## src/rtl/pit_pkg.sv

```systemverilog
package pit_pkg;
  typedef enum logic [2:0] {
    M_TERM     = 3'd0,
    M_ONESHOT  = 3'd1,
    M_RATE     = 3'd2,
    M_SQUARE   = 3'd3,
    M_SWSTROBE = 3'd4,
    M_HWSTROBE = 3'd5
  } pit_mode_e;

  function automatic pit_mode_e decode_mode(input logic [2:0] code);
    // codes 6 and 7 alias onto the rate and square modes
    if (code[2] && code[1]) return pit_mode_e'({1'b0, code[1:0]});
    return pit_mode_e'(code);
  endfunction
endpackage

```

## src/rtl/pit_gate_edge.sv

```systemverilog
module pit_gate_edge (
  input  logic clk,
  input  logic rst,
  input  logic gate,
  output logic gate_rise
);
  logic gate_q;

  always_ff @(posedge clk) begin
    if (rst) gate_q <= 1'b0;
    else     gate_q <= gate;
  end

  assign gate_rise = gate & ~gate_q;
endmodule

```

## src/rtl/pit_ctrl.sv

```systemverilog
module pit_ctrl
  import pit_pkg::*;
#(
  parameter int CW = 16
) (
  input  logic          clk,
  input  logic          rst,
  input  logic          mode_wr,
  input  logic [2:0]    mode_sel,
  input  logic          load,
  input  logic [CW-1:0] load_val,
  input  logic          gate_rise,
  input  logic          tick,
  input  logic          running,
  output pit_mode_e     mode,
  output pit_mode_e     mode_nxt,
  output logic [CW:0]   init,
  output logic          start,
  output logic          load_low
);
  localparam logic [CW:0] FULL = {1'b1, {CW{1'b0}}};

  logic pend;
  logic retrig;
  logic restart_on_load;

  assign mode_nxt = decode_mode(mode_sel);
  assign retrig   = (mode == M_ONESHOT) || (mode == M_RATE) ||
                    (mode == M_SQUARE)  || (mode == M_HWSTROBE);
  assign restart_on_load = (mode == M_TERM) || (mode == M_SWSTROBE) ||
                           (((mode == M_RATE) || (mode == M_SQUARE)) && !running);
  assign start    = pend & tick;
  assign load_low = load & ~mode_wr & (mode == M_TERM);

  always_ff @(posedge clk) begin
    if (rst) begin
      mode <= M_SQUARE;
      init <= FULL;
      pend <= 1'b0;
    end else if (mode_wr) begin
      mode <= mode_nxt;
      pend <= 1'b0;
    end else begin
      if (tick) pend <= 1'b0;
      if (load) begin
        init <= (load_val == '0) ? FULL : {1'b0, load_val};
        if (restart_on_load) pend <= 1'b1;
      end
      if (gate_rise && retrig) pend <= 1'b1;
    end
  end

  // the stored initial value is never zero
  p_init_nonzero_r2: assert property (@(posedge clk) disable iff (rst)
    init != '0);
endmodule

```

## src/rtl/pit_wave.sv

```systemverilog
module pit_wave
  import pit_pkg::*;
#(
  parameter int CW = 16
) (
  input  logic          clk,
  input  logic          rst,
  input  logic          tick,
  input  logic          gate,
  input  logic          mode_wr,
  input  pit_mode_e     mode,
  input  pit_mode_e     mode_nxt,
  input  logic [CW:0]   init,
  input  logic          start,
  input  logic          load_low,
  output logic          out,
  output logic          running,
  output logic [CW-1:0] count
);
  localparam logic [CW:0] ONE = {{CW{1'b0}}, 1'b1};
  localparam logic [CW:0] TWO = {{(CW-1){1'b0}}, 2'b10};

  logic [CW:0] cnt;
  logic [CW:0] hi_load;
  logic [CW:0] lo_even;
  logic [CW:0] lo_load;
  logic [CW:0] rate_nxt;
  logic        is_sq_rate;
  logic        frozen;

  assign hi_load    = (init + ONE) & ~ONE;
  assign lo_even    = init & ~ONE;
  assign lo_load    = (lo_even == '0) ? TWO : lo_even;
  assign rate_nxt   = (cnt == ONE) ? init : (cnt - ONE);
  assign is_sq_rate = (mode == M_RATE) || (mode == M_SQUARE);
  assign frozen     = !gate && (mode != M_ONESHOT) && (mode != M_HWSTROBE);
  assign count      = cnt[CW-1:0];

  always_ff @(posedge clk) begin
    if (rst) begin
      cnt     <= '0;
      out     <= 1'b1;
      running <= 1'b0;
    end else if (mode_wr) begin
      running <= 1'b0;
      out     <= (mode_nxt != M_TERM);
    end else begin
      if (tick) begin
        if (start) begin
          running <= 1'b1;
          unique case (mode)
            M_TERM, M_ONESHOT: begin cnt <= init;    out <= 1'b0; end
            M_RATE:            begin cnt <= init;    out <= (init != ONE); end
            M_SQUARE:          begin cnt <= hi_load; out <= 1'b1; end
            default:           begin cnt <= init;    out <= 1'b1; end
          endcase
        end else if (running && !frozen) begin
          unique case (mode)
            M_TERM, M_ONESHOT: begin
              cnt <= cnt - ONE;
              if (cnt == ONE) begin
                out     <= 1'b1;
                running <= 1'b0;
              end
            end
            M_RATE: begin
              cnt <= rate_nxt;
              out <= (rate_nxt != ONE);
            end
            M_SQUARE: begin
              if (cnt == TWO) begin
                out <= ~out;
                cnt <= out ? lo_load : hi_load;
              end else begin
                cnt <= cnt - TWO;
              end
            end
            default: begin
              if (cnt == '0) begin
                out     <= 1'b1;
                running <= 1'b0;
              end else begin
                cnt <= cnt - ONE;
                if (cnt == ONE) out <= 1'b0;
              end
            end
          endcase
        end
      end
      if (is_sq_rate && !gate) out <= 1'b1;
      if (load_low) out <= 1'b0;
    end
  end

  // no counter movement without the counting enable
  p_hold_no_tick_r3: assert property (@(posedge clk) disable iff (rst)
    !tick |=> $stable(cnt));
  // a low gate holds the output high in rate and square modes
  p_gate_high_r9: assert property (@(posedge clk) disable iff (rst)
    (is_sq_rate && !gate && !mode_wr) |=> out);
  // once high in mode 0 the output stays high until a new load or mode write
  p_term_sticky_r4: assert property (@(posedge clk) disable iff (rst)
    ((mode == M_TERM) && out && !mode_wr && !load_low) |=> out);
  // a running rate generator never shows a zero count
  p_rate_nonzero_r6: assert property (@(posedge clk) disable iff (rst)
    (running && (mode == M_RATE)) |-> (cnt != '0));
  // a running square wave counter is always even
  p_square_even_r7: assert property (@(posedge clk) disable iff (rst)
    (running && (mode == M_SQUARE)) |-> !cnt[0]);
endmodule

```

## src/rtl/pit_channel.sv

```systemverilog
module pit_channel
  import pit_pkg::*;
#(
  parameter int CW = 16
) (
  input  logic          clk,
  input  logic          rst,
  input  logic          cnt_en,
  input  logic          gate,
  input  logic          mode_wr,
  input  logic [2:0]    mode_sel,
  input  logic          load,
  input  logic [CW-1:0] load_val,
  output logic          out,
  output logic [CW-1:0] count
);
  logic        gate_rise;
  logic        running;
  logic        start;
  logic        load_low;
  logic [CW:0] init;
  pit_mode_e   mode;
  pit_mode_e   mode_nxt;

  pit_gate_edge u_edge (
    .clk       (clk),
    .rst       (rst),
    .gate      (gate),
    .gate_rise (gate_rise)
  );

  pit_ctrl #(.CW(CW)) u_ctrl (
    .clk       (clk),
    .rst       (rst),
    .mode_wr   (mode_wr),
    .mode_sel  (mode_sel),
    .load      (load),
    .load_val  (load_val),
    .gate_rise (gate_rise),
    .tick      (cnt_en),
    .running   (running),
    .mode      (mode),
    .mode_nxt  (mode_nxt),
    .init      (init),
    .start     (start),
    .load_low  (load_low)
  );

  pit_wave #(.CW(CW)) u_wave (
    .clk      (clk),
    .rst      (rst),
    .tick     (cnt_en),
    .gate     (gate),
    .mode_wr  (mode_wr),
    .mode     (mode),
    .mode_nxt (mode_nxt),
    .init     (init),
    .start    (start),
    .load_low (load_low),
    .out      (out),
    .running  (running),
    .count    (count)
  );
endmodule

```

## config.mk

```make
export PLATFORM = sky130hd
export DESIGN_NAME = pit_channel
export DESIGN_NICKNAME = d
export VERILOG_FILES = /design/src/rtl/pit_pkg.sv /design/src/rtl/pit_gate_edge.sv /design/src/rtl/pit_ctrl.sv /design/src/rtl/pit_wave.sv /design/src/rtl/pit_channel.sv
export SDC_FILE = /design/constraint.sdc
export NUM_CORES = 1
export LEC_CHECK = 0
export ABC_AREA = 1
export BUFFER_PORTS_ARGS = -buffer_cell sky130_fd_sc_hd__buf_2
export CAP_MARGIN = 15
export CELL_PAD_IN_SITES_DETAIL_PLACEMENT = 1
export CELL_PAD_IN_SITES_GLOBAL_PLACEMENT = 1
export CORE_MARGIN = 2
export CORE_UTILIZATION = 36
export CTS_BUF_LIST = sky130_fd_sc_hd__clkbuf_8
export CTS_CLUSTER_SIZE = 10
export DETAILED_ROUTE_END_ITERATION = 7
export PLACE_DENSITY_LB_ADDON = 0.1
export SLEW_MARGIN = 20
export SYNTH_ARGS = -nofsm -noshare
export SYNTH_HDL_FRONTEND = slang
export SYNTH_SLANG_ARGS = --single-unit
```

## constraint.sdc

```tcl
create_clock -name clk -period 1.9 [get_ports clk]
set_input_delay 0.19 -clock clk [delete_from_list [all_inputs] [get_ports clk]]
set_output_delay 0.19 -clock clk [all_outputs]
set_load 0.05 [all_outputs]
```

==> results.py, run 1 <==
metrics = {
    "timing": {
        "final.period_utilization_pct": 124,
        "maxSlewViolCount": 0,
        "tightestPinTransition_ns": 0.445,
        "fmax_ghz": 0.423,
        "max_slew_margin_pct": 70.0,
        "setup_clock_skew_after_layout_ns": 0.0133,
        "finalWorstSetupSlack_ns": -0.463,
        "hold_slack_ns": 0.112,
        "setup_repair_after_global_routing_missed_its_margin": "true",
        "final_hold_viol_count": 0,
        "final-setup-viol-count": 19,
        "final_period_minus_worst_setup_slack_ns": 2.36,
        "finalSetupTns_ns": -5.90,
    },
    "synthesis": {
        "post_synth_instance_area_sq_mm": 0.00415,
        "async_flop_share_pct": 0,
        "synth-edff-count": 0,
        "netlist.area_leader.share_pct": 19.8,
        "cell_with_the_most_instances_after_synthesis": "nand2_1",
        "post_synth_main_area_contributors": "dfxtp_1, nand2_1, a21oi_1, o21ai_0, nand3_1",
        "ys_warn_count": 0,
        "post_synth_num_cell_types": 39,
        "ys_seq_elements": 41,
        "synth_seq_area_share_pct": 19.8,
        "syn_inst": 695,
        "syn-mean-instance-area_sq_um": 5.97,
        "synth-main-ff-cell": "dfxtp_1",
        "synthTopCellsByCount": "nand2_1, inv_1, a21oi_1, o21ai_0, nor2_1",
        "synthDominantAreaCellType": "dfxtp_1",
        "synth_nets": 727,
    },
    "cts": {
        "cts_made_buffers": 5,
        "clock_latency_ns": 0.31,
        "cts_tree": "done",
        "clock_pin_slew_worst_setup_and_hold_paths_ns": 0.10,
        "h-tree-depth": 2,
        "ctsHoldBuffers": 0,
        "clock_path_buffers": 2,
        "clk_root_buffer_cell": "clkbuf_8",
        "clock_sink_count": 41,
    },
    "global_routing": {
        "track_usage_pct": 31.8,
        "grt_first_pass_wirelength_mm": 31.3,
        "first_global_vias": 5789,
        "globalRouteOverflowTotal": 0,
        "number_of_antenna_violations_at_the_first_check_in_global_routing": 1,
        "grt_max_degree": 27,
    },
    "placed_design": {
        "gp_congestion": 0.948,
        "detailed_place_hpwl_mm": 15.6,
        "dp.cells": 986,
        "port_buffers": 41,
        "placedInstanceArea_sq_mm": 0.00545,
    },
    "setup_path": {
        "worstSetupPathDepth": 23,
        "highest_net_fanout_along_the_worst_path": 5,
        "critical_path.startpoint_type": "register",
        "crit_slowest_cell": "dfxtp_2",
        "worstSetupEndpoint": "u_wave.out$_SDFFE_PP1P_",
        "worst_setup_path_startpoint": "u_wave.cnt[2]$_SDFFE_PP0P_",
        "crit-reg2reg-capture": "u_wave.out$_SDFFE_PP1P_",
        "timing.critical_path.arrival_ns": 2.58,
        "cp-end-kind": "register",
        "ff_to_ff_path_depth": 23,
        "critical_register_to_register_path_startpoint": "u_wave.cnt[2]$_SDFFE_PP0P_",
        "worstPathRequired_ns": 2.12,
        "worstSetupPathType": "reg2reg",
        "crit_family": "simple AND/OR/NAND/NOR gates",
        "critPathMaxStageDelay_ns": 0.36,
        "most_repeated_library_cell_on_the_critical_path": "nand2_1",
        "ff2ff_setup_slack_ns": -0.46,
        "cp_cell_sequence": "inv_1, buf_4, ha_4, nand2_4, nand2_4, nor2_4, nand2_1, nand2_1, nand2_2, nand2_1, nand2_1, nor2_1, nand2_1, nor2_1, nand2_1, nand2_1, nand2_1, nand2_1, nand2_1, nand2_1, nand2_1, nand2_1, nand2_1",
        "critPathBufInv": 2,
    },
    "detailed_routing": {
        "wl_per_cell_microns": 20.3,
        "detail_route.drc_violations": 0,
        "drt_iter0_drc": 391,
        "vias_per_cell": 5.51,
        "num_vias": 5592,
        "postRouteWirelength_mm": 20.6,
        "drt.antenna.violating_nets": 0,
        "drt_pre_antenna_iters": 5,
    },
    "floorplanning": {
        "placementRows": 39,
        "design.die.area_sq_mm": 0.0124,
        "die_width_microns": 111,
        "dieHeight_microns": 111,
        "io_pins": 42,
        "initial_utilization_pct": 36.6,
        "coreArea_sq_mm": 0.0113,
    },
    "finish": {
        "n_antenna_cell": 0,
        "post_route_cells_drive_above_1_share_pct": 40.4,
        "fin_cells": 1014,
        "areaGrowthSynthToFinish_pct": 52.3,
        "final_nets": 902,
        "stdcell_area_sq_mm": 0.00632,
    },
    "min_path": {
        "min-delay-path-class": "in2reg",
    },
    "power": {
        "power_per_cell_area_mw_per_mm2": 554,
        "power.leakage_nw": 3.04,
        "vdd_ir_drop_max_uv": 254,
    },
    "status": {
        "violated_checks": "setup timing",
        "status": "complete, but fails checks",
    },
    "run": {
        "number_of_max_cap_violations": 0,
    },
}
[per-layer routing]
| layer | track usage (%) | vias to the layer above | share of wire [%] |
|---|---|---|---|
| li1 | - | 2667 | - |
| met1 | 42.8 | 2703 | 43 |
| met2 | 52.9 | 174 | 48 |
| met3 | 3.97 | 46 | 5.6 |
| met4 | 10.8 | 2 | 3.4 |
| met5 | 0 | - | 0.063 |
[how the worst min path moves through the flow]
stage,start,end,slack (ns),depth (start not counted)
after CTS,mode_sel[0],u_ctrl.mode[0]$_SDFFE_PP1P_,0.11,3
after detailed placement,mode_sel[0],u_ctrl.mode[0]$_SDFFE_PP1P_,0.44,3
final,mode_sel[1],u_ctrl.mode[2]$_SDFFE_PP0P_,0.11,2
after global placement,mode_sel[0],u_ctrl.mode[0]$_SDFFE_PP1P_,0.42,3
after global routing,mode_sel[1],u_ctrl.mode[2]$_SDFFE_PP0P_,0.11,2
after floorplan,mode_wr,u_ctrl.mode[1]$_SDFFE_PP1P_,0.30,1
[cells by family after synthesis]
family                     synth area share [%]
and+or+nand+nor                            36.6
xor gates and xnor gates                   4.01
DFF                                        19.8
AOI/OAI and AO/OA                          24.4
buffers and inverters                      13.0
adders and majority gates                  2.11
[sequential cells by signal, indices dropped and copies added, names as in the netlist]
name and count:
u_ctrl.init 17, u_ctrl.mode 3, u_ctrl.pend 1, u_edge.gate_q 1, u_wave.cnt 17, u_wave.out 1
u_wave.running 1
[cells in the final DEF, fill, tap and decap left out, types with 8 or more instances in the layout]
cell type / count
dfxtp_1: 33
a21oi_2: 10
nor2_2: 15
o21ai_2: 10
buf_2: 41
o21ai_1: 19
o21ai_0: 49
buf_4: 150
o211ai_1: 8
nand4_1: 9
a211oi_1: 9
nand2_1: 125
nor2_4: 14
nand3_1: 50
a21oi_1: 57
inv_1: 64
nor2_1: 47
nor3_1: 11
buf_6: 15
xor2_1: 16
nand2_4: 13
nand2_2: 20
[timing repair]
action                                  CTS  global route
setup buffers                            13             8
pin swaps                                28            31
endpoints found under the setup margin   19            19
resized for setup                        74            88
[where the power goes]
group          switching, mW  internal [mW]  total [mW]
Sequential            0.0399          0.902       0.942
Clock                  0.368          0.428       0.797
Combinational           1.05          0.713        1.76
[stage by stage]
| stage | setup slack [ns] | utilization [%] | total power [mW] |
|---|---|---|---|
| floorplan | -0.0175 | - | 1.80 |
| global placement | -0.590 | 48.1 | 2.44 |
| detailed placement | -0.592 | 48.1 | 2.46 |
| CTS | -0.415 | 52.3 | 3.34 |
| global route | -0.655 | 55.8 | 3.68 |
| finish | -0.463 | 55.8 | 3.50 |
[worst register-to-register path, cell delays in order (launching register included)]
cell,delay (ns)
dfxtp_2,0.36
inv_1,0.08
buf_4,0.15
ha_4,0.15
nand2_4,0.09
nand2_4,0.08
nor2_4,0.15
nand2_1,0.07
nand2_1,0.09
nand2_2,0.06
nand2_1,0.05
nand2_1,0.08
nor2_1,0.12
nand2_1,0.09
nor2_1,0.13
nand2_1,0.06
nand2_1,0.06
nand2_1,0.05
nand2_1,0.05
nand2_1,0.05
nand2_1,0.06
nand2_1,0.05
nand2_1,0.07
nand2_1,0.05
[layout make-up]
| class | count | area, sq um |
|---|---|---|
| sequential | 41 | 836 |
| clock buffer | 6 | 82.6 |
| fill | 1534 | 5000 |
| timing repair buffer | 211 | 1600 |
| inverter | 75 | 302 |
| multi-input combinational | 536 | 3290 |
| clock inverter | 2 | 37.5 |
| tap | 143 | 179 |
Note: power is estimated with default switching activity, not from simulation.
==> inputs of run 2 (changes only) <==
--- a/config.mk
+++ b/config.mk
@@ -12,7 +12,6 @@
 export CELL_PAD_IN_SITES_GLOBAL_PLACEMENT = 1
 export CORE_MARGIN = 2
 export CORE_UTILIZATION = 36
-export CTS_BUF_LIST = sky130_fd_sc_hd__clkbuf_8
 export CTS_CLUSTER_SIZE = 10
 export DETAILED_ROUTE_END_ITERATION = 7
 export PLACE_DENSITY_LB_ADDON = 0.1
==> run 2 against run 1 <==
- the run still ends with setup timing left
- utilization fell by 0.32 points
- die area unchanged
- sequential share of layout area up 0.076 points
- routed wire length decreased by 0.39%
- worst hold slack better by 0.024 ns
- setup slack worse by 0.0073 ns
- non-clock buffer count up 1
- via count up 0.70%
- critical path type unchanged
- critical endpoint unchanged
- combinational power hardly changed
- total power is 6.3% higher
==> results.py, run 2 (same netlist as run 1, synthesis figures left out) <==
metrics = {
    "status": {
        "status": "complete, but fails checks",
        "violated_checks": "setup timing",
    },
    "detailed_routing": {
        "vias_per_cell": 5.55,
        "wl_per_cell_microns": 20.2,
        "drt.antenna.violating_nets": 0,
        "num_vias": 5631,
        "postRouteWirelength_mm": 20.5,
        "detail_route.drc_violations": 0,
        "drt_iter0_drc": 409,
        "drt_pre_antenna_iters": 5,
    },
    "timing": {
        "max_slew_margin_pct": 70.3,
        "fmax_ghz": 0.422,
        "final.period_utilization_pct": 125,
        "tightestPinTransition_ns": 0.441,
        "setup_clock_skew_after_layout_ns": 0.00805,
        "final_hold_viol_count": 0,
        "finalWorstSetupSlack_ns": -0.471,
        "final_period_minus_worst_setup_slack_ns": 2.37,
        "final-setup-viol-count": 19,
        "maxSlewViolCount": 0,
        "setup_repair_after_global_routing_missed_its_margin": "true",
    },
    "setup_path": {
        "critical_path.startpoint_type": "register",
        "worstSetupPathDepth": 19,
        "worstPathRequired_ns": 2.09,
        "highest_net_fanout_along_the_worst_path": 4,
        "crit_family": "simple AND/OR/NAND/NOR gates",
        "cp-end-kind": "register",
        "cp_cell_sequence": "nor2_4, buf_4, nand2_4, nor2_1, nand2_1, nand2_1, nand2_1, o21ai_1, nand3_1, nor2_1, nand2_1, nand2_1, nand2_1, nand2_1, nand2_1, nand2_1, nand2_1, nand2_1, nand2_1",
        "crit_slowest_cell": "dfxtp_1",
        "critPathBufInv": 1,
        "critPathMaxStageDelay_ns": 0.37,
        "most_repeated_library_cell_on_the_critical_path": "nand2_1",
        "ff_to_ff_path_depth": 19,
        "worstSetupPathType": "reg2reg",
        "timing.critical_path.arrival_ns": 2.56,
    },
    "cts": {
        "h-tree-depth": 2,
        "ctsHoldBuffers": 0,
        "clk_root_buffer_cell": "clkbuf_16",
        "cts_made_buffers": 5,
        "clock_sink_count": 41,
        "cts_tree": "done",
        "clock_path_buffers": 2,
        "clock_pin_slew_worst_setup_and_hold_paths_ns": 0.07,
        "clock_latency_ns": 0.29,
    },
    "finish": {
        "n_fill_cell": 1535,
        "largestRegisters": "u_ctrl.init (17), u_wave.cnt (17), u_ctrl.mode (3)",
        "post_route_cells_drive_above_1_share_pct": 39.4,
        "sequential_cell_area_sq_um": 836,
        "stdcell_area_sq_mm": 0.00628,
        "final_nets": 903,
        "n_antenna_cell": 0,
        "final_core_util_pct": 55.5,
        "most_used_cells_in_the_layout_excluding_fill_and_tap_cells": "buf_4, nand2_1, inv_1",
        "final_common_cell": "buf_4",
        "areaGrowthSynthToFinish_pct": 51.4,
        "multi_input_area_sq_mm": 0.00323,
    },
    "min_path": {
        "min_path_cells": 3,
        "min-delay-path-class": "in2reg",
    },
    "global_routing": {
        "grt_util_met3_pct": 3.59,
        "grt.met2_usage_pct": 53.9,
        "top_usage_layer": "met2",
        "met1_usage_pct": 42.6,
        "grt_max_degree": 27,
        "track_usage_pct": 32.2,
        "number_of_antenna_violations_at_the_first_check_in_global_routing": 0,
        "first_global_vias": 5818,
        "grt_first_pass_wirelength_mm": 31.5,
        "globalRouteOverflowTotal": 0,
    },
    "power": {
        "p_seq_share_pct": 25.3,
        "switching_share_of_total_power_pct": 39.6,
        "power_per_cell_area_mw_per_mm2": 592,
        "p_int_mw": 2.25,
        "vdd_ir_drop_max_uv": 307,
        "power.clock.fraction_pct": 28.3,
        "comb_power_share_pct": 46.4,
        "power.leakage_nw": 3.04,
        "p_switching_mw": 1.47,
    },
    "floorplanning": {
        "die_width_microns": 111,
        "io_pins": 42,
        "design.die.area_sq_mm": 0.0124,
        "initial_utilization_pct": 36.6,
        "placementRows": 39,
        "coreArea_sq_mm": 0.0113,
        "dieHeight_microns": 111,
    },
    "placed_design": {
        "placedInstanceArea_sq_mm": 0.00545,
        "gp_congestion": 0.948,
        "port_buffers": 41,
        "detailed_place_hpwl_mm": 15.6,
    },
    "run": {
        "number_of_max_cap_violations": 0,
    },
}
-- run 2: power groups by stage --
stage | Clock (mW) | Combinational, mW | Sequential, mW
2_1_floorplan | 0 | 0.822 | 0.974
3_3_place_gp | 0 | 1.48 | 0.957
3_5_place_dp | 0 | 1.51 | 0.959
4_1_cts | 1.06 | 1.61 | 0.940
5_1_grt | 1.09 | 1.87 | 0.946
6_report | 1.05 | 1.73 | 0.941
-- run 2: cell type report --
class,instances,area share [%]
sequential,41,13.3
timing repair buffer,212,24.8
inverter,75,4.80
multi-input combinational,536,51.4
tap,143,2.85
clock inverter,2,0.597
clock buffer,6,2.21
-- run 2: layer usage --
layer	vias to the layer above	part of all wire (%)
met5	-	0
met2	188	47
met3	50	4.9
met1	2721	44
li1	2672	-
met4	0	4.1
-- run 2: timing repair --
action                                  in CTS  in global routing
endpoints found under the hold margin        0                  0
pin swaps                                   28                 26
endpoints found under the setup margin      19                 19
cloned                                       0                  0
setup buffers                               18                  4
gates resized for setup                     94                 47
-- run 2: worst register-to-register path, cell delays in order, from the launching register on --
cell and delay, ns:
dfxtp_1 0.37, nor2_4 0.19, buf_4 0.17, nand2_4 0.07
nor2_1 0.19, nand2_1 0.10, nand2_1 0.10, nand2_1 0.09
o21ai_1 0.25, nand3_1 0.11, nor2_1 0.11, nand2_1 0.06
nand2_1 0.06, nand2_1 0.05, nand2_1 0.05, nand2_1 0.05
nand2_1 0.06, nand2_1 0.05, nand2_1 0.08, nand2_1 0.05
-- run 2: final timing paths --
check                                end  slack (ns)                       start
min          u_ctrl.mode[0]$_SDFFE_PP1P_        0.14                 mode_sel[0]
min reg2reg       u_ctrl.pend$_SDFF_PP0_        0.53      u_ctrl.pend$_SDFF_PP0_
max reg2reg      u_wave.out$_SDFFE_PP1P_       -0.47  u_wave.cnt[3]$_SDFFE_PP0P_
max              u_wave.out$_SDFFE_PP1P_       -0.47  u_wave.cnt[3]$_SDFFE_PP0P_
-- run 2: per-stage QoR --
| step | instances | hold WS, ns | total power, mW | setup slack, ns | setup TNS, ns |
|---|---|---|---|---|---|
| 2_1_floorplan | 695 | 0.302 | 1.80 | -0.0175 | -0.0175 |
| 3_3_place_gp | 986 | 0.425 | 2.44 | -0.590 | -3.86 |
| 3_5_place_dp | 986 | 0.438 | 2.46 | -0.592 | -5.67 |
| 4_1_cts | 1011 | 0.132 | 3.60 | -0.400 | -2.93 |
| 5_1_grt | 1015 | 0.136 | 3.90 | -0.705 | -6.59 |
| 6_report | 1015 | 0.136 | 3.72 | -0.471 | -4.39 |
